`src/rtl/mfm_enc_pkg.sv`:
```
// Shared types for the MFM write encoder.
// Assumes: a transition is shifted at most one step either way.
package mfm_enc_pkg;

    typedef enum logic [1:0] {
        SHIFT_NONE  = 2'd0,
        SHIFT_EARLY = 2'd1,
        SHIFT_LATE  = 2'd2
    } shift_e;

    // Chooses the write shift from the neighbours one cell away.
    function automatic shift_e pick_shift(input logic prev_t, input logic next_t,
                                          input logic enable);
        shift_e s;
        s = SHIFT_NONE;
        if (enable && prev_t && !next_t)
            s = SHIFT_EARLY;
        else if (enable && !prev_t && next_t)
            s = SHIFT_LATE;
        return s;
    endfunction

endpackage

```
`src/rtl/mfm_byte_feed.sv`:
```
// Byte feed: one holding register behind a shifting byte register.
// Serves the current bit, the bit one cell ahead (taken from the held
// byte at a boundary) and the marker flag of the byte being written.
// Assumes load and advance are never high in the same cycle.
module mfm_byte_feed #(
    parameter int BYTE_W = 8
) (
    input  logic              clk,
    input  logic              rst_n,
    input  logic [BYTE_W-1:0] byte_in,
    input  logic              byte_valid,
    input  logic              mark_in,
    output logic              byte_ready,
    input  logic              busy,
    input  logic              load,
    input  logic              advance,
    output logic              cur_bit,
    output logic              next_bit,
    output logic              last_bit,
    output logic              cur_mark,
    output logic              have_next
);
    localparam int IDX_W = $clog2(BYTE_W);
    localparam logic [IDX_W-1:0] IDX_TOP = IDX_W'(BYTE_W - 1);
    localparam logic [IDX_W-1:0] IDX_ONE = IDX_W'(1);

    logic [BYTE_W-1:0] hold_q;
    logic              hold_mark_q;
    logic              hold_full_q;
    logic [BYTE_W-1:0] shift_q;
    logic [IDX_W-1:0]  idx_q;
    logic              mark_q;
    logic              accept;

    assign accept = byte_valid && byte_ready;

    // Holding register: filled by the handshake, emptied by a load.
    always_ff @(posedge clk) begin
        if (!rst_n) begin
            hold_q      <= '0;
            hold_mark_q <= 1'b0;
            hold_full_q <= 1'b0;
        end else if (load) begin
            hold_full_q <= 1'b0;
        end else if (accept) begin
            hold_q      <= byte_in;
            hold_mark_q <= mark_in;
            hold_full_q <= 1'b1;
        end
    end

    // Shift register: takes the held byte, then moves one bit per cell.
    always_ff @(posedge clk) begin
        if (!rst_n) begin
            shift_q <= '0;
            idx_q   <= '0;
            mark_q  <= 1'b0;
        end else if (load) begin
            shift_q <= hold_q;
            idx_q   <= IDX_TOP;
            mark_q  <= hold_mark_q;
        end else if (advance) begin
            shift_q <= {shift_q[BYTE_W-2:0], 1'b0};
            idx_q   <= idx_q - IDX_ONE;
        end
    end

    // Bit views and the request window for the next byte.
    always_comb begin
        cur_bit    = shift_q[BYTE_W-1];
        last_bit   = (idx_q == '0);
        next_bit   = last_bit ? (hold_full_q & hold_q[BYTE_W-1]) : shift_q[BYTE_W-2];
        cur_mark   = mark_q;
        have_next  = hold_full_q;
        byte_ready = !hold_full_q && (!busy || idx_q <= IDX_ONE);
    end

endmodule

```
`src/rtl/mfm_cell_rule.sv`:
```
// Cell rule: decides, for one bit cell, whether the clock and data slots
// carry a transition and how each one is shifted.
// Assumes the neighbour inputs are the slots one cell away.
module mfm_cell_rule
    import mfm_enc_pkg::*;
(
    input  logic   d_prev,
    input  logic   d_cur,
    input  logic   d_next,
    input  logic   ck_prev,
    input  logic   mark,
    input  logic   ck_seen_one,
    input  logic   pc_en,
    output logic   ck_rule,
    output logic   ck_fire,
    output shift_e ck_shift,
    output logic   d_fire,
    output shift_e d_shift
);
    logic ck_next;

    // Clock insertion, marker drop and neighbour-based shifts.
    always_comb begin
        ck_rule  = !d_prev && !d_cur;
        ck_fire  = ck_rule && !(mark && ck_seen_one);
        ck_next  = !d_cur && !d_next;
        ck_shift = pick_shift(ck_prev, ck_next, pc_en);
        d_fire   = d_cur;
        d_shift  = pick_shift(d_prev, d_next, pc_en);
    end

endmodule

```
`src/rtl/mfm_pulse_gen.sv`:
```
// Pulse stretcher: turns a one-tick fire strobe into a pulse of fixed width.
// Assumes strobes are further apart than the pulse width.
module mfm_pulse_gen #(
    parameter int PULSE_TICKS = 10
) (
    input  logic clk,
    input  logic rst_n,
    input  logic fire,
    output logic pulse
);
    localparam int PW = $clog2(PULSE_TICKS + 1);
    localparam logic [PW-1:0] P_LOAD = PW'(PULSE_TICKS);
    localparam logic [PW-1:0] P_ONE  = PW'(1);

    logic [PW-1:0] left_q;

    // Width counter: loads on a strobe, counts down to zero.
    always_ff @(posedge clk) begin
        if (!rst_n)
            left_q <= '0;
        else if (fire)
            left_q <= P_LOAD;
        else if (left_q != '0)
            left_q <= left_q - P_ONE;
    end

    assign pulse = (left_q != '0);

endmodule

```
`src/rtl/mfm_write_enc.sv`:
```
// MFM write encoder, top level. Runs a cell timer, makes the clock/data
// decision once at the start of every cell and fires each transition at its
// nominal, early or late tick. Assumes one tick per clk cycle and a track
// number that is steady while a byte is written.
module mfm_write_enc
    import mfm_enc_pkg::*;
#(
    parameter int BYTE_W        = 8,
    parameter int TRACK_W       = 7,
    parameter int CELL_TICKS    = 80,
    parameter int NOM_DLY       = 12,
    parameter int EARLY_DLY     = 5,
    parameter int LATE_DLY      = 19,
    parameter int PULSE_TICKS   = 10,
    parameter int PRECOMP_TRACK = 43
) (
    input  logic               clk,
    input  logic               rst_n,
    input  logic               wr_en,
    input  logic [BYTE_W-1:0]  byte_in,
    input  logic               byte_valid,
    output logic               byte_ready,
    input  logic               mark_in,
    input  logic [TRACK_W-1:0] track,
    output logic               wr_pulse
);
    localparam int TICK_W = $clog2(CELL_TICKS);
    localparam logic [TICK_W-1:0] TICK_LAST = TICK_W'(CELL_TICKS - 1);
    localparam logic [TICK_W-1:0] TICK_HALF = TICK_W'(CELL_TICKS / 2);
    localparam logic [TICK_W-1:0] TICK_ONE  = TICK_W'(1);
    localparam logic [TRACK_W-1:0] PC_THR   = TRACK_W'(PRECOMP_TRACK);

    // Maps a shift choice to its delay inside a half cell.
    function automatic logic [TICK_W-1:0] dly_of(input shift_e s);
        logic [TICK_W-1:0] d;
        case (s)
            SHIFT_EARLY: d = TICK_W'(EARLY_DLY);
            SHIFT_LATE:  d = TICK_W'(LATE_DLY);
            default:     d = TICK_W'(NOM_DLY);
        endcase
        return d;
    endfunction

    logic              active_q;
    logic [TICK_W-1:0] tick_q;
    logic              dprev_q;
    logic              ckprev_q;
    logic [1:0]        ckcnt_q;
    logic              ck_fire_q;
    logic [TICK_W-1:0] ck_at_q;
    logic              d_fire_q;
    logic [TICK_W-1:0] d_at_q;

    logic   cur_bit, next_bit, last_bit, cur_mark, have_next;
    logic   start, cell_end, go_on, load, advance, decide, pc_en, fire;
    logic   ck_rule, ck_fire, d_fire;
    shift_e ck_shift, d_shift;

    mfm_byte_feed #(.BYTE_W(BYTE_W)) u_feed (
        .clk        (clk),
        .rst_n      (rst_n),
        .byte_in    (byte_in),
        .byte_valid (byte_valid),
        .mark_in    (mark_in),
        .byte_ready (byte_ready),
        .busy       (active_q),
        .load       (load),
        .advance    (advance),
        .cur_bit    (cur_bit),
        .next_bit   (next_bit),
        .last_bit   (last_bit),
        .cur_mark   (cur_mark),
        .have_next  (have_next)
    );

    mfm_cell_rule u_rule (
        .d_prev      (dprev_q),
        .d_cur       (cur_bit),
        .d_next      (next_bit),
        .ck_prev     (ckprev_q),
        .mark        (cur_mark),
        .ck_seen_one (ckcnt_q == 2'd1),
        .pc_en       (pc_en),
        .ck_rule     (ck_rule),
        .ck_fire     (ck_fire),
        .ck_shift    (ck_shift),
        .d_fire      (d_fire),
        .d_shift     (d_shift)
    );

    mfm_pulse_gen #(.PULSE_TICKS(PULSE_TICKS)) u_pulse (
        .clk   (clk),
        .rst_n (rst_n),
        .fire  (fire),
        .pulse (wr_pulse)
    );

    // Sequencing strobes derived from the timer and the feed.
    always_comb begin
        pc_en    = (track >= PC_THR);
        start    = !active_q && wr_en && have_next;
        cell_end = active_q && (tick_q == TICK_LAST);
        go_on    = wr_en && (!last_bit || have_next);
        load     = start || (cell_end && go_on && last_bit);
        advance  = cell_end && go_on && !last_bit;
        decide   = active_q && (tick_q == '0);
        fire     = active_q && ((ck_fire_q && tick_q == ck_at_q) ||
                                (d_fire_q && tick_q == d_at_q));
    end

    // Cell timer and run flag.
    always_ff @(posedge clk) begin
        if (!rst_n) begin
            active_q <= 1'b0;
            tick_q   <= '0;
        end else if (start) begin
            active_q <= 1'b1;
            tick_q   <= '0;
        end else if (cell_end) begin
            active_q <= go_on;
            tick_q   <= '0;
        end else if (active_q) begin
            tick_q   <= tick_q + TICK_ONE;
        end
    end

    // History of the previous cell: data bit and clock actually written.
    always_ff @(posedge clk) begin
        if (!rst_n || start) begin
            dprev_q  <= 1'b0;
            ckprev_q <= 1'b0;
        end else if (cell_end) begin
            dprev_q  <= cur_bit;
            ckprev_q <= ck_fire_q;
        end
    end

    // Count of rule clocks inside the current byte, for the marker drop.
    always_ff @(posedge clk) begin
        if (!rst_n || load)
            ckcnt_q <= 2'd0;
        else if (decide && ck_rule && ckcnt_q != 2'd2)
            ckcnt_q <= ckcnt_q + 2'd1;
    end

    // Per-cell schedule latched at the cell's first tick.
    always_ff @(posedge clk) begin
        if (!rst_n) begin
            ck_fire_q <= 1'b0;
            ck_at_q   <= '0;
            d_fire_q  <= 1'b0;
            d_at_q    <= '0;
        end else if (decide) begin
            ck_fire_q <= ck_fire;
            ck_at_q   <= dly_of(ck_shift);
            d_fire_q  <= d_fire;
            d_at_q    <= TICK_HALF + dly_of(d_shift);
        end
    end

endmodule

```
`config.mk`:
```
export PLATFORM = sky130hd
export DESIGN_NAME = mfm_write_enc
export DESIGN_NICKNAME = d
export VERILOG_FILES = /design/src/rtl/mfm_enc_pkg.sv /design/src/rtl/mfm_byte_feed.sv /design/src/rtl/mfm_cell_rule.sv /design/src/rtl/mfm_pulse_gen.sv /design/src/rtl/mfm_write_enc.sv
export SDC_FILE = /design/constraint.sdc
export NUM_CORES = 1
export LEC_CHECK = 0
export BUFFER_PORTS_ARGS = -buffer_cell sky130_fd_sc_hd__buf_4
export CORE_MARGIN = 8
export CORE_UTILIZATION = 45
export DETAILED_ROUTE_END_ITERATION = 16
export PLACE_DENSITY = 0.69
export SLEW_MARGIN = 0
export SYNTH_ARGS = -nofsm -noshare
export SYNTH_HDL_FRONTEND = slang
export SYNTH_SLANG_ARGS = --single-unit
```
`constraint.sdc`:
```
create_clock -name clk -period 2.3 [get_ports clk]
set_input_delay 0.115 -clock clk [delete_from_list [all_inputs] [get_ports clk]]
set_output_delay 0.115 -clock clk [all_outputs]
set_load 0.05 [all_outputs]
```
* Word level (Yosys, flattened, before mapping)
Index checks and enable logic that the tools add are counted. Widths: inputs -> output; s select.
Word-level totals: register bits 54, output and inout port bits 2, word-level logic and storage cells 106, input bits 20
Cells by class: eq/ne operators 9, mux-type cells 17, bitwise operators 3, $lt $le $gt $ge 2, add/sub/neg operators 5, reductions and logical operators 53
Operators by type and width (number):
- $logic_and 1x1->1 | 27
- $pmux 5 s2 | 2
- $mux 8 | 2
- $eq 7x7->1 | 2
- $mux 7 | 2
- $logic_not 1->1 | 10
- $mux 2 | 4
- $mux 4 | 2
- $add 6x7->7 const A | 1
- $add 7x1->7 const B | 1
- $eq 7x7->1 const B | 1
- $ge 7x6->1 const B | 1
- $logic_not 7->1 | 1
- $eq 2x1->1 const B | 3
- $logic_or 1x1->1 | 6
- $mux 3 | 2
- $reduce_bool 2->1 | 3
- $eq 2x2->1 const B | 2
- $reduce_bool 4->1 | 1
- $reduce_or 2->1 | 2
- $sub 4x1->4 const B | 1
- $le 3x1->1 const B | 1
- $logic_not 3->1 | 1
- $mux 1 | 3
- other kinds (7) | 8

* Logic depth before layout (Yosys ltp)
Gate-level depths: netlist (run 1).
word-level depth 10, depth in mapped cells 8

* Hierarchy
From an unflattened synthesis (run 1), not the netlist that was laid out.
Unflattened totals: cell total of the unflattened synthesis 288, area total of the unflattened synthesis 2541.2 µm²
By module, submodules not included:
- mfm_write_enc | instances 1, cells each 151, seq. area each 480.5 µm², area each 1316.3 µm²
- mfm_byte_feed | instances 1, cells each 112, seq. area each 440.4 µm², area each 1004.7 µm²
- mfm_pulse_gen | instances 1, cells each 18, seq. area each 80.1 µm², area each 156.4 µm²
- mfm_cell_rule | instances 1, cells each 7, seq. area each 0.0 µm², area each 63.8 µm²

* Worst setup path before layout (run 1)
No wires, ideal clock.
path type flip-flop to output port, start register u_feed.idx_q[1], end output byte_ready, slack 0.626 ns, buffers on the path 0, arrival time 1.559 ns, cell stages (with the launch flop) 6, cell sequence dfxtp_1 > inv_1 > ha_1 > o21ba_2 > o21ai_1 > nor2b_1
Between the ends: word-level cells in the longest chain between the ends 3
Ends and longest elaborated chain:
- start: declaration | RTL line mfm_byte_feed.sv:31 | logic [IDX_W-1:0] idx_q;
- start signal: assignment | RTL line mfm_byte_feed.sv:64 | idx_q <= idx_q - IDX_ONE;
- $le 3x1->1 | RTL line mfm_byte_feed.sv:75 | byte_ready = !hold_full_q && (!busy || idx_q <= IDX_ONE);
- $logic_or 1x1->1 | RTL line mfm_byte_feed.sv:75
- $logic_and 1x1->1 | RTL line mfm_byte_feed.sv:75
- end: declaration | RTL line mfm_write_enc.sv:22 | output logic byte_ready,
Every way passes these cells.

* Worst setup path in the final report (run 1)
start register tick_q[1], end register u_feed.shift_q[2]
Between the ends: word-level cells in the longest chain between the ends 6, elaborated cells on any way between the ends 8, classes of those cells 1 x eq/ne; 1 x mux; 6 x reduce/logical
Ends and longest elaborated chain:
- start: declaration | RTL line mfm_write_enc.sv:45 | logic [TICK_W-1:0] tick_q;
- start signal: assignment | RTL line mfm_write_enc.sv:123 | tick_q <= tick_q + TICK_ONE;
- $eq 7x7->1 * | RTL line mfm_write_enc.sv:102 | cell_end = active_q && (tick_q == TICK_LAST);
- $logic_and 1x1->1 * | RTL line mfm_write_enc.sv:102
- $logic_and 1x1->1 * | RTL line mfm_write_enc.sv:104, mfm_write_enc.sv:105
- $logic_and 1x1->1 | RTL line mfm_write_enc.sv:104 | load = start || (cell_end && go_on && last_bit);
- $logic_or 1x1->1 | RTL line mfm_write_enc.sv:104
- $mux 8 / $reduce_bool 2->1 (equally long branches)
- end signal: assignment | RTL line mfm_byte_feed.sv:59 | shift_q <= hold_q;
- end signal: assignment | RTL line mfm_byte_feed.sv:63 | shift_q <= {shift_q[BYTE_W-2:0], 1'b0};
- end: declaration | RTL line mfm_byte_feed.sv:30 | logic [BYTE_W-1:0] shift_q;
Every way passes the cells marked *; elsewhere a longest branch is shown, timed or not. A chain may end at the register's enable or synchronous reset.

==> impl_summary.md, run 1 <==
STA
Setup repair after global routing left no endpoint under its margin. The summed negative setup slack over all endpoints is 0 ns. The final hold violation count was 0.

The worst hold slack across all endpoints is between 0.06 and 0.07 ns. The worst slew margin relative to its limit is roughly 63%. The number of failing setup endpoints in the final timing report is 0. The worst path uses 83.5% of the clock period. Between clock sinks in the finished design, the worst skew comes to between 0.007 and 0.008 ns. The count of final max-slew check failures is 0. For the pin with the worst max-slew slack, the measured transition is 0.551 ns. Derived from the worst setup path, the maximum achievable clock frequency is 0.521 GHz. For the finished layout, the period the worst path requires is between 1.5 and 2 ns.

Yosys
The top cell type by area accounts for a little over two fifths of the synthesized area. The mean instance size in the synthesized netlist is 8.89 um^2. The post-synthesis cell type with the largest combined area is dfxtp_1. The post-synthesis cell count is around 270. Yosys mapped the design onto between 50 and 60 distinct sky130hd cell types. Sorting the synthesized cells by area gives the leading types as dfxtp_1 (42%), xnor2_1 (4.8%), nand2_1 (4.7%), ha_1 (3.7%), nor2_1 (3.5%). The net count after synthesis is 296. The most used flip-flop cell after synthesis is dfxtp_1. In the post-synthesis netlist, the cell with the most instances is dfxtp_1. After synthesis, the share of flip-flops with an asynchronous set or reset is 0%. The count of warnings emitted by yosys is 0.

Synthesis inferred 50 register bits. In the synthesized netlist, the cells that appear most often are dfxtp_1 (50), nand2_1 (30), nor2_1 (22). The mapped cell area is 0.00239 mm^2. The number of flops mapped to enable cells by yosys is 0. After synthesis, flip-flops and latches occupy between 40% and 50% of the total area.

Worst setup path
The worst setup path is of the reg -> reg kind. STA classifies the critical path endpoint as a register. The critical path startpoint category is a register.

Along the worst path, the maximum fanout reaches 8. The critical path arrival is about 2.1 ns. The critical path data required time is 2.47 ns.

Die
The placement row count is 26. The initial standard-cell utilization of the core is about 47%. In this run the vertical extent of the chip is a little under 90 um. Measured along the x axis, the die boundary spans approximately 90 um. The area of the core region is just over 0.005 mm^2. The total die area is a little under 0.008 mm^2. 22 I/O pins were placed.

Global routing
Entering global routing, the biggest net connects 39 pins. The global-route wire length before repair is around 8.5 mm. The via count of the first global-routing pass is 1785.

The total congestion overflow after global routing is 0. The number of antenna violations at the first check in global routing came to 0. The overall track demand over capacity in global routing is 13.6%.

Outcome
The flow ran to the end, and the final reports show no timing, DRC or antenna violations.

Drt
The post-route DRC violation count is 0. The first routing iteration left 97 violations. The average routed wire per standard cell is around 14 um. The via count of the routed design is ~1.9k. The wire length after detailed routing is 4.90 mm.

The remaining antenna violation count after routing is 0. The via density per instance is between 5 and 6. The first TritonRoute pass finished after 4 iterations.

Power
The part of the power in the clock network is 34.9%. The combinational group share of total power is 11.8%. The total power density per cell area is roughly 660 mW/mm^2. In this run switching power makes up between 20% and 30% of total power. For this design the static power due to leakage is 1.01 nW. The switching power is between 0.4 and 0.5 mW. The peak ir drop on the vdd network is about 0.41 mV. The internal power component is 1.32 mW. Sequential cells burn between 50% and 60% of the power.

Clock network
The buffer type at the clock tree root is clkbuf_8. Clock latency on the worst-skew pair, taken at its later pin, is 0.30 ns. The number of instances resized during post-cts repair is 0. The buffers inserted during post-CTS setup optimization is 0.

The CTS H-tree depth is 2. The count of clock tree sinks is 50. The clock-pin slew of the registers on the worst-case setup and hold paths is approximately 0.090 ns.

The number of clock buffers inserted by TritonCTS is 5. The clock tree from TritonCTS is yes. The number of buffers inserted by hold repair at cts is 0. The longest clock path from root to sink contains 2 buffers.

Cells and area
Counting the fill cells in the layout gives between 400 and 500. The repair_antennas step left the layout with diodes totalling 0. In the final layout, the share of cells above drive strength 1 is 17.1%. The final layout contains approximately 310 nets. The share of the core filled with cells is between 50 and 60%. Compared with the post-synthesis result, the final layout area differs by 11.8%.

Placed design
The final weighted congestion in routability-driven placement is 0.785. The post-detailed-placement half-perimeter wirelength is between 3 and 4 mm. The count of buffers added on input and output ports is 21.

Flow run
The tool flagged a number of max-cap violations equal to 0.

Hold path
The kind of path behind the tightest hold check is in -> reg.
-- path summary, 6_finish.rpt --
kind | start | to | slack, ns | cells past startpoint
setup / recovery | tick_q[1] | u_feed.shift_q[2] | 0.38 | 6
hold / removal | byte_in[5] | u_feed.hold_q[5] | 0.06 | 3
setup reg to reg | tick_q[1] | u_feed.shift_q[2] | 0.38 | 6
hold reg to reg | d_fire_q | d_fire_q | 0.46 | 2
-- cells in the final DEF, fill, tap and decap left out, types with 3 or more instances in the layout --
cell type / n
dfxtp_1: 50
nand2_1: 30
buf_4: 24
nor2_1: 22
o21ai_0: 16
a21oi_1: 14
nand3_1: 14
xnor2_1: 13
inv_1: 7
ha_1: 7
mux2i_1: 6
o22ai_1: 6
a22oi_1: 6
nor3_1: 5
nand2b_1: 5
clkbuf_8: 5
and3_1: 4
nand4_1: 3
xor2_1: 3
-- worst max-delay path, stage by stage (launching register included) --
cell and delay [ns]:
dfxtp_1 0.47, ha_1 0.21, and4_2 0.33, nand2_2 0.13
and2_1 0.21, o22ai_2 0.32, o22ai_1 0.13
-- sequential cells by signal, summed over array words and instances (netlist names) --
register            flops
u_pulse.left_q          4
active_q                1
ckprev_q                1
u_feed.have_next        1
ck_at_q                 4
u_feed.idx_q            3
d_at_q                  6
u_feed.shift_q          8
tick_q                  7
dprev_q                 1
ck_fire_q               1
u_feed.hold_mark_q      1
ckcnt_q                 2
u_feed.cur_mark         1
u_feed.hold_q           8
d_fire_q                1
-- through the flow --
stage / total power [mW] / instances / instance area, um^2 / setup WS (ns)
after floorplan: 1.09 / 269 / 2390 / 0.626
after global placement: 1.16 / 349 / 2560 / 0.422
after detailed placement: 1.16 / 349 / 2560 / 0.408
after CTS: 1.76 / 357 / 2670 / 0.391
after global routing: 1.83 / 357 / 2670 / 0.175
final: 1.75 / 357 / 2670 / 0.379
-- power by group through the flow --
| stage | clock network [mW] | registers [mW] | logic [mW] |
|---|---|---|---|
| global route | 0.659 | 0.941 | 0.234 |
| floorplan | 0 | 0.945 | 0.148 |
| finish | 0.612 | 0.935 | 0.207 |
| global placement | 0 | 0.955 | 0.203 |
| detailed placement | 0 | 0.955 | 0.207 |
| CTS | 0.620 | 0.935 | 0.208 |
-- kinds of logic after synthesis --
kind of cell / synth area share, %
DFF: 41.9
AOI/OAI and AO/OA: 17.1
buffers and inverters: 5.18
xor gates and xnor gates: 5.86
and+or+nand+nor: 23.4
adders and majority gates: 3.66
muxes: 2.98
-- final cells by class --
cell class	count	area (um^2)	share of cell area, %
tap	70	87.6	3.28
clock inverter	3	40.0	1.50
inverter	8	30.0	1.12
clock buffer	5	68.8	2.57
timing repair buffer	24	180	6.74
multi-input combinational	197	1270	47.4
sequential	50	1000	37.4
-- per-layer routing --
layer	wire (um)	vias to the layer above	global-route usage, %
li1	-	978	-
met1	2360	882	17.2
met2	2320	32	22.3
met3	178	4	3.03
met4	46	0	4.45
met5	0	-	0
(Power assumes the default switching activity.)
==> inputs of run 2 (changes only) <==
--- a/config.mk
+++ b/config.mk
@@ -9,7 +9,7 @@
 export CORE_MARGIN = 8
 export CORE_UTILIZATION = 45
 export DETAILED_ROUTE_END_ITERATION = 16
-export PLACE_DENSITY = 0.69
+export PLACE_DENSITY = 0.72
 export SLEW_MARGIN = 0
 export SYNTH_ARGS = -nofsm -noshare
 export SYNTH_HDL_FRONTEND = slang
==> constraint.sdc (replaced) <==
create_clock -name clk -period 1.6 [get_ports clk]
set_input_delay 0.08 -clock clk [delete_from_list [all_inputs] [get_ports clk]]
set_output_delay 0.08 -clock clk [all_outputs]
set_load 0.05 [all_outputs]
==> impl_summary.md, run 2 (synthesized netlist as in run 1, its figures left out) <==
Outcome
The flow ran to the end, and the final reports show no timing, DRC or antenna violations.

Clock network
The count of clock tree sinks is 50 (unchanged). The CTS H-tree depth was 2 (unchanged). The clock-pin slew of the registers on the worst-case setup and hold paths is 0.09 ns (about the same). In this run the clock root is driven by a clkbuf_8. The buffers inserted during post-CTS setup optimization is 0 (unchanged). The number of clock buffers inserted by TritonCTS came to 5 (unchanged). TritonCTS built the clock tree. The number of buffers inserted by hold repair at cts is 0 (unchanged). The number of buffers on the longest clock path came to 2 (unchanged).

The insertion delay of the later-clocked pin in the worst-skew pair is 0.30 ns (about the same).

Worst setup path
The worst path buffer plus inverter count was 2 (+2). The critical path arrival is 1.78 ns (-0.31 ns). STA classifies the critical path endpoint as a register. The biggest fanout along the worst timing path is 5 (-3). The critical path data required time is 1.81 ns (-0.66 ns). The worst setup path is of the reg -> reg kind.

The signal on the critical path passes through inv_2 -> ha_4 -> and4b_1 -> a21oi_2 -> buf_4 -> or3_4 -> o211a_1. For this design, the slowest cell found on the critical path is dfxtp_2. Grouping stages by cell kind, the critical path spends the most delay in simple AND/OR/NAND/NOR gates.

STA classifies the critical path startpoint as a register. The critical path's largest stage delay is 0.36 ns (-0.11 ns).

Power
The combinational group share of total power came to 13.8% (+2.0 points). The part of the power in the clock network was 38.3% (+3.4 points). The sequential share of power is 47.9% (-5.4 points). The switching power came to 0.649 mW (+48%). The total power density per cell area is 920 mW/mm^2 (+40%). The peak ir drop on the vdd network is 0.510 mV (+24%). The internal power component is 2.16 mW (+64%). The switching fraction of total power is 23.1% (-1.9 points). The static power due to leakage is 1.18 nW (+16%).

Die
The area of the core region is 0.00511 mm^2 (unchanged). The horizontal extent of the die is 88.9 um (unchanged). The total die area came to 0.00790 mm^2 (unchanged).

The initial standard-cell utilization of the core came to 46.8% (unchanged). The chip height is 88.9 um (unchanged). The total I/O pin count is 22 (unchanged). The placement row count is 26 (unchanged).

Drt
The via density per instance was 5.22 (-1.8%). The average routed wire per standard cell is 13.6 um (-0.69%). The remaining antenna violation count after routing came to 0 (unchanged). The total iterations of the first detailed-routing run was 5 (+1). The post-route DRC violation count was 0 (unchanged). The via count of the routed design is 1987 (+4.8%). The DRC marker count from the first detailed-route iteration is 104 (+7.2%). The wire length after detailed routing was 5.19 mm (+6.0%).

Cells and area
Compared with the post-synthesis result, the final layout area differs by 27.5%. The share of cells above drive strength 1 came to 30.9% (+14 points). The antenna cell count came to 0 (unchanged). The largest registers in the layout are u_feed.hold_q (8), u_feed.shift_q (8), tick_q (7).

The net count of the finished layout is 337 (+7.7%). The area of the multi-input gates was 0.00139 mm^2 (+10%). The number of fill cells in the layout is 465 (-2.7%). Leaving out fill and tap cells, the most frequent cell in the layout is buf_4.

The area used by sequential logic in the layout is 0.00102 mm^2 (+1.6%). In the layout the commonest cells are buf_4 (46), dfxtp_1 (41), nand2_1 (30).

Global routing
The via count of the first global-routing pass is 1962 (+9.9%). The maximum number of pins on one net before global-route repair is 38 (-2.6%). The overall track demand over capacity in global routing came to 14.1% (+0.45 points). The global-route wire length before repair came to 8.82 mm (+3.4%). The number of antenna violations at the first check in global routing came to 0 (unchanged). The total congestion overflow after global routing is 0 (unchanged).

STA
The worst slew margin relative to its limit was 61.2% (-2.0 points). The final hold violation count is 0 (unchanged). The part of the cycle the worst path needs is 98.6% (+15 points). The worst clock skew came to 0.00755 ns (+0.000374 ns). The highest clock frequency the design can meet is 0.634 GHz (+22%). The transition time at the pin with the least slew margin is 0.579 ns (+0.0280 ns).

The count of final max-slew check failures is 0 (unchanged). The worst hold slack across all endpoints was 0.0252 ns (-0.0373 ns). The minimum period implied by the final worst setup slack is 1.58 ns (-0.343 ns). The final worst slack is 0.0222 ns (-0.357 ns). Setup repair after global routing could not meet its margin everywhere. The number of failing setup endpoints in the final timing report is 0 (unchanged).

Placed design
The count of input and output buffers is 21 (unchanged). The pre-CTS worst setup slack is -0.0183 ns (-0.426 ns). The final weighted congestion in routability-driven placement was 0.860 (+9.5%). The post-detailed-placement half-perimeter wirelength was 3.79 mm (+5.5%).

Flow run
The number of violations of the max-capacitance limit is 0 (unchanged).

Hold path
The min-delay analysis places its worst path in the category in -> reg.
==> run 2: cell count changes in the layout (fill, tap and decap cells not counted), moves of 3 or more <==
cell	before	now
dfxtp_2	0	7
ha_4	0	3
dfxtp_1	50	41
buf_4	24	46
ha_1	7	4
==> run 2: worst paths after layout <==
path	from	endpoint	slack [ns]	depth (start not counted)
worst max-delay path	u_feed.idx_q[0]	d_at_q[2]	0.02	7
worst min register to register	d_fire_q	d_fire_q	0.47	2
worst min-delay path	byte_in[3]	u_feed.hold_q[3]	0.03	3
worst max register to register	u_feed.idx_q[0]	d_at_q[2]	0.02	7
==> run 2: what timing repair did <==
| action | in CTS | in global routing |
|---|---|---|
| pin swaps | 1 | 4 |
| endpoints found under the setup margin | 9 | 19 |
| resized for setup | 8 | 29 |
==> run 2: routing by layer <==
metal	share of wire, %	wire length (um)	global-route usage (%)
met5	0	0	0
met4	1.8	91	4.92
met3	3.6	185	3.22
met2	49	2520	24.4
met1	46	2390	16.6
==> run 2: final cells by class <==
class / instances / area share (%)
multi-input combinational: 197 / 45.7
sequential: 50 / 33.4
timing repair buffer: 48 / 12.4
tap: 70 / 2.87
clock buffer: 6 / 2.71
clock inverter: 2 / 1.97
inverter: 8 / 1.07
==> run 2: tightest hold or removal path: stages <==
cell and delay [ns]:
buf_4 0.11, nand2_1 0.04, o21ai_0 0.06
==> run 2: through the flow <==
stage | instance area [um^2] | setup TNS [ns] | total power, mW | utilization [%] | instances
global placement | 2770 | 0 | 1.71 | 54.1 | 373
CTS | 2940 | -0.00668 | 2.79 | 57.5 | 381
floorplan | 2400 | 0 | 1.57 | - | 269
global route | 3050 | -0.136 | 2.93 | 59.7 | 381
finish | 3050 | 0 | 2.80 | 59.7 | 381
detailed placement | 2770 | -0.0461 | 1.72 | 54.1 | 373
==> run 2: power by group through the flow <==
| stage | sequential (mW) | clock [mW] | combinational, mW |
|---|---|---|---|
| 2_1_floorplan | 1.36 | 0 | 0.214 |
| 3_3_place_gp | 1.37 | 0 | 0.341 |
| 4_1_cts | 1.34 | 1.09 | 0.359 |
| 6_report | 1.34 | 1.07 | 0.387 |
| 3_5_place_dp | 1.37 | 0 | 0.349 |
| 5_1_grt | 1.35 | 1.15 | 0.427 |
==> inputs of run 3 (changes only) <==
--- a/config.mk
+++ b/config.mk
@@ -8,8 +8,9 @@
 export BUFFER_PORTS_ARGS = -buffer_cell sky130_fd_sc_hd__buf_4
 export CORE_MARGIN = 8
 export CORE_UTILIZATION = 45
+export CTS_BUF_LIST = sky130_fd_sc_hd__clkbuf_4
 export DETAILED_ROUTE_END_ITERATION = 16
-export PLACE_DENSITY = 0.72
+export PLACE_DENSITY = 0.66
 export SLEW_MARGIN = 0
 export SYNTH_ARGS = -nofsm -noshare
 export SYNTH_HDL_FRONTEND = slang
==> impl_summary.md, run 3 (synthesized netlist as in run 1, its figures left out) <==
Clock network
The insertion delay of the later-clocked pin in the worst-skew pair is 0.36 ns (+0.06 ns). The cell sitting at the root of the clock tree is a clkbuf_4. The CTS H-tree depth was 2 (unchanged). TritonCTS built the clock tree. The count of clock tree sinks came to 50 (unchanged). The number of buffers on the longest clock path is 2 (unchanged). The number of clock buffers inserted by TritonCTS is 5 (unchanged). The clock-pin slew of the registers on the worst-case setup and hold paths came to 0.15 ns (+0.06 ns).

Worst setup path
By startpoint and endpoint, the worst setup path is classified as reg -> out. The worst path buffer plus inverter count is 2 (unchanged). Among cell families on the critical path, the largest total delay comes from flip-flops.

The worst setup path startpoint is u_feed.idx_q[1]. The kind of end point of the critical path is a primary output. Traced cell by cell, the critical path runs through buf_4 -> o21ba_4 -> o21ai_4 -> nor2b_4 -> buf_8. The source of the worst register-to-register timing path is u_feed.idx_q[0]. The slowest stage of the critical path is the dfxtp_2 cell.

The biggest fanout along the worst timing path came to 2 (-3). The critical path's largest stage delay was 0.37 ns (about the same). The critical path data required time is 1.52 ns (-0.29 ns). The critical path startpoint category is a register. The critical path arrival is 1.53 ns (-0.25 ns).

Power
The total power density per cell area is 778 mW/mm^2 (-15%). The part of the power in the clock network came to 28.7% (-9.6 points). The peak ir drop on the vdd network was 0.561 mV (+9.9%).

The combinational group share of total power is 17.9% (+4.1 points). The internal power component came to 1.86 mW (-14%). The sequential share of power was 53.5% (+5.6 points).

The switching fraction of total power was 26.4% (+3.3 points). The switching power was 0.665 mW (+2.5%). The static power due to leakage came to 1.27 nW (+7.5%).

Drt
In this run the top signal layer used is met4. The total iterations of the first detailed-routing run was 4 (-1). The routed length on met2 is 3.00 mm (+19%). The detailed-routed wire length on met3 came to 202 um (+9.2%). The DRC marker count from the first detailed-route iteration was 75 (-28%). The wire length on met1 came to 2.47 mm (+3.3%). The via count of the routed design is 2148 (+8.1%). The average routed wire per standard cell is 14.3 um (+4.6%). The via density per instance is 5.32 (+1.9%).

The wire length after detailed routing is 5.76 mm (+11%). The post-route DRC violation count is 0 (unchanged). The remaining antenna violation count after routing is 0 (unchanged).

Cells and area
The top cell types in the final layout, fill and taps aside, are buf_4 (56), dfxtp_1 (41), nand2_1 (30). The net count of the finished layout is 361 (+7.1%). The antenna cell count is 0 (unchanged). Compared with the post-synthesis result, the final layout area differs by 35.6%. The leading cell type in the layout, fill and taps excluded is buf_4.

The largest registers in the layout are u_feed.hold_q (8), u_feed.shift_q (8), tick_q (7). The share of cells above drive strength 1 is 34.4% (+3.6 points). The final cell count without fillers was 404 (+6.0%).

The number of fill cells in the layout is 441 (-5.2%).

Placed design
The final weighted congestion in routability-driven placement came to 0.847 (-1.5%). The cell count after placement came to 374 (+0.27%). The pre-CTS worst setup slack came to -0.0290 ns (-0.0108 ns). The post-detailed-placement half-perimeter wirelength is 3.82 mm (+0.97%). The count of input and output buffers came to 21 (unchanged).

Die
The area of the core region came to 0.00511 mm^2 (unchanged). The total I/O pin count came to 22 (unchanged). The chip height is 88.9 um (unchanged). The horizontal extent of the die is 88.9 um (unchanged).

The placement row count came to 26 (unchanged). The total die area is 0.00790 mm^2 (unchanged). The initial standard-cell utilization of the core was 46.8% (unchanged).

STA
The count of final max-slew check failures is 0 (unchanged). The minimum period implied by the final worst setup slack was 1.61 ns (+0.0363 ns). The final hold violation count came to 0 (unchanged).

Setup repair after global routing could not meet its margin everywhere. The highest clock frequency the design can meet was 0.620 GHz (-2.2%). The worst clock skew is 0.0219 ns (+0.0144 ns). The part of the cycle the worst path needs is 101% (+2.3 points). The number of failing setup endpoints in the final timing report is 1 (+1). The worst slew margin relative to its limit is 63.5% (+2.3 points). The final worst slack is -0.0140 ns (-0.0363 ns). The transition time at the pin with the least slew margin is 0.544 ns (-0.0350 ns).

Global routing
The maximum number of pins on one net before global-route repair was 38 (unchanged). The via count of the first global-routing pass is 1992 (+1.5%). The number of antenna violations at the first check in global routing is 0 (unchanged). The total congestion overflow after global routing is 0 (unchanged).

The overall track demand over capacity in global routing was 15.0% (+0.93 points). The global-route wire length before repair is 9.25 mm (+4.9%).

Outcome
The flow ran to the end, but the final reports show violations. The checks that failed: setup timing.

Flow run
The number of violations of the max-capacitance limit is 0 (unchanged).

Hold path
In this run the worst hold path is classified as in -> reg. The startpoint of the lowest-slack hold path is wr_en.
## run 3: changes by cell type in the layout (fill, tap and decap cells not counted), sizes merged
cell,delta
buf,+13
dlygate4sd3,+10
bufinv,-1
clkbuf,-1
clkinv,+1
nand2,+1
## run 3: path summary, 6_finish.rpt
check	slack, ns	depth (start not counted)	endpoint
worst max-delay path	-0.01	5	byte_ready
worst min-delay path	0.16	4	u_feed.shift_q[0]
worst max register to register	0	8	u_feed.shift_q[3]
worst min register to register	0.47	2	u_feed.hold_q[2]
## run 3: per-layer routing
| metal | global-route usage [%] | up-vias |
|---|---|---|
| met5 | 0 | - |
| met4 | 5.07 | 0 |
| met3 | 3.31 | 7 |
| met2 | 25.5 | 48 |
| met1 | 18.2 | 1004 |
| li1 | - | 1089 |
## run 3: repair_timing
item	in CTS	in global routing
pin swaps	1	13
setup endpoints to repair	10	30
hold buffers	10	0
cloned	0	2
endpoints found under the hold margin	10	0
buffers inserted	5	7
resized for setup	13	44
## run 3: final cells by class
class / instances / area, um^2 / area share [%]
multi-input cells: 198 / 1440 / 44.5
inverters: 8 / 35.0 / 1.08
well taps: 70 / 87.6 / 2.70
clock inverters: 2 / 38.8 / 1.20
flip-flops and latches: 50 / 1020 / 31.4
clock buffers: 5 / 37.5 / 1.16
repair buffers: 71 / 581 / 17.9
## run 3: tightest hold or removal path, stage by stage
cell and delay, ns:
buf_4 0.13, o2111ai_1 0.10, a32oi_1 0.11, nor2_1 0.08
## run 3: per-stage QoR
stage	hold WS (ns)	setup TNS, ns	power (mW)	area (um^2)	util [%]
final	0.164	-0.0140	2.52	3240	63.5
after global routing	0.165	-0.961	2.66	3240	63.5
after CTS	0.153	-0.0669	2.47	3010	58.9
after detailed placement	0.327	-0.0430	1.71	2760	54.0
after global placement	0.323	-0.0110	1.70	2760	54.0
after floorplan	0.220	0	1.57	2400	-
## run 3: power by group through the flow
stage / clock [mW] / combinational (mW) / sequential [mW]
global route: 0.818 / 0.491 / 1.36
detailed placement: 0 / 0.338 / 1.37
global placement: 0 / 0.335 / 1.37
CTS: 0.744 / 0.383 / 1.34
finish: 0.723 / 0.451 / 1.35
floorplan: 0 / 0.214 / 1.36
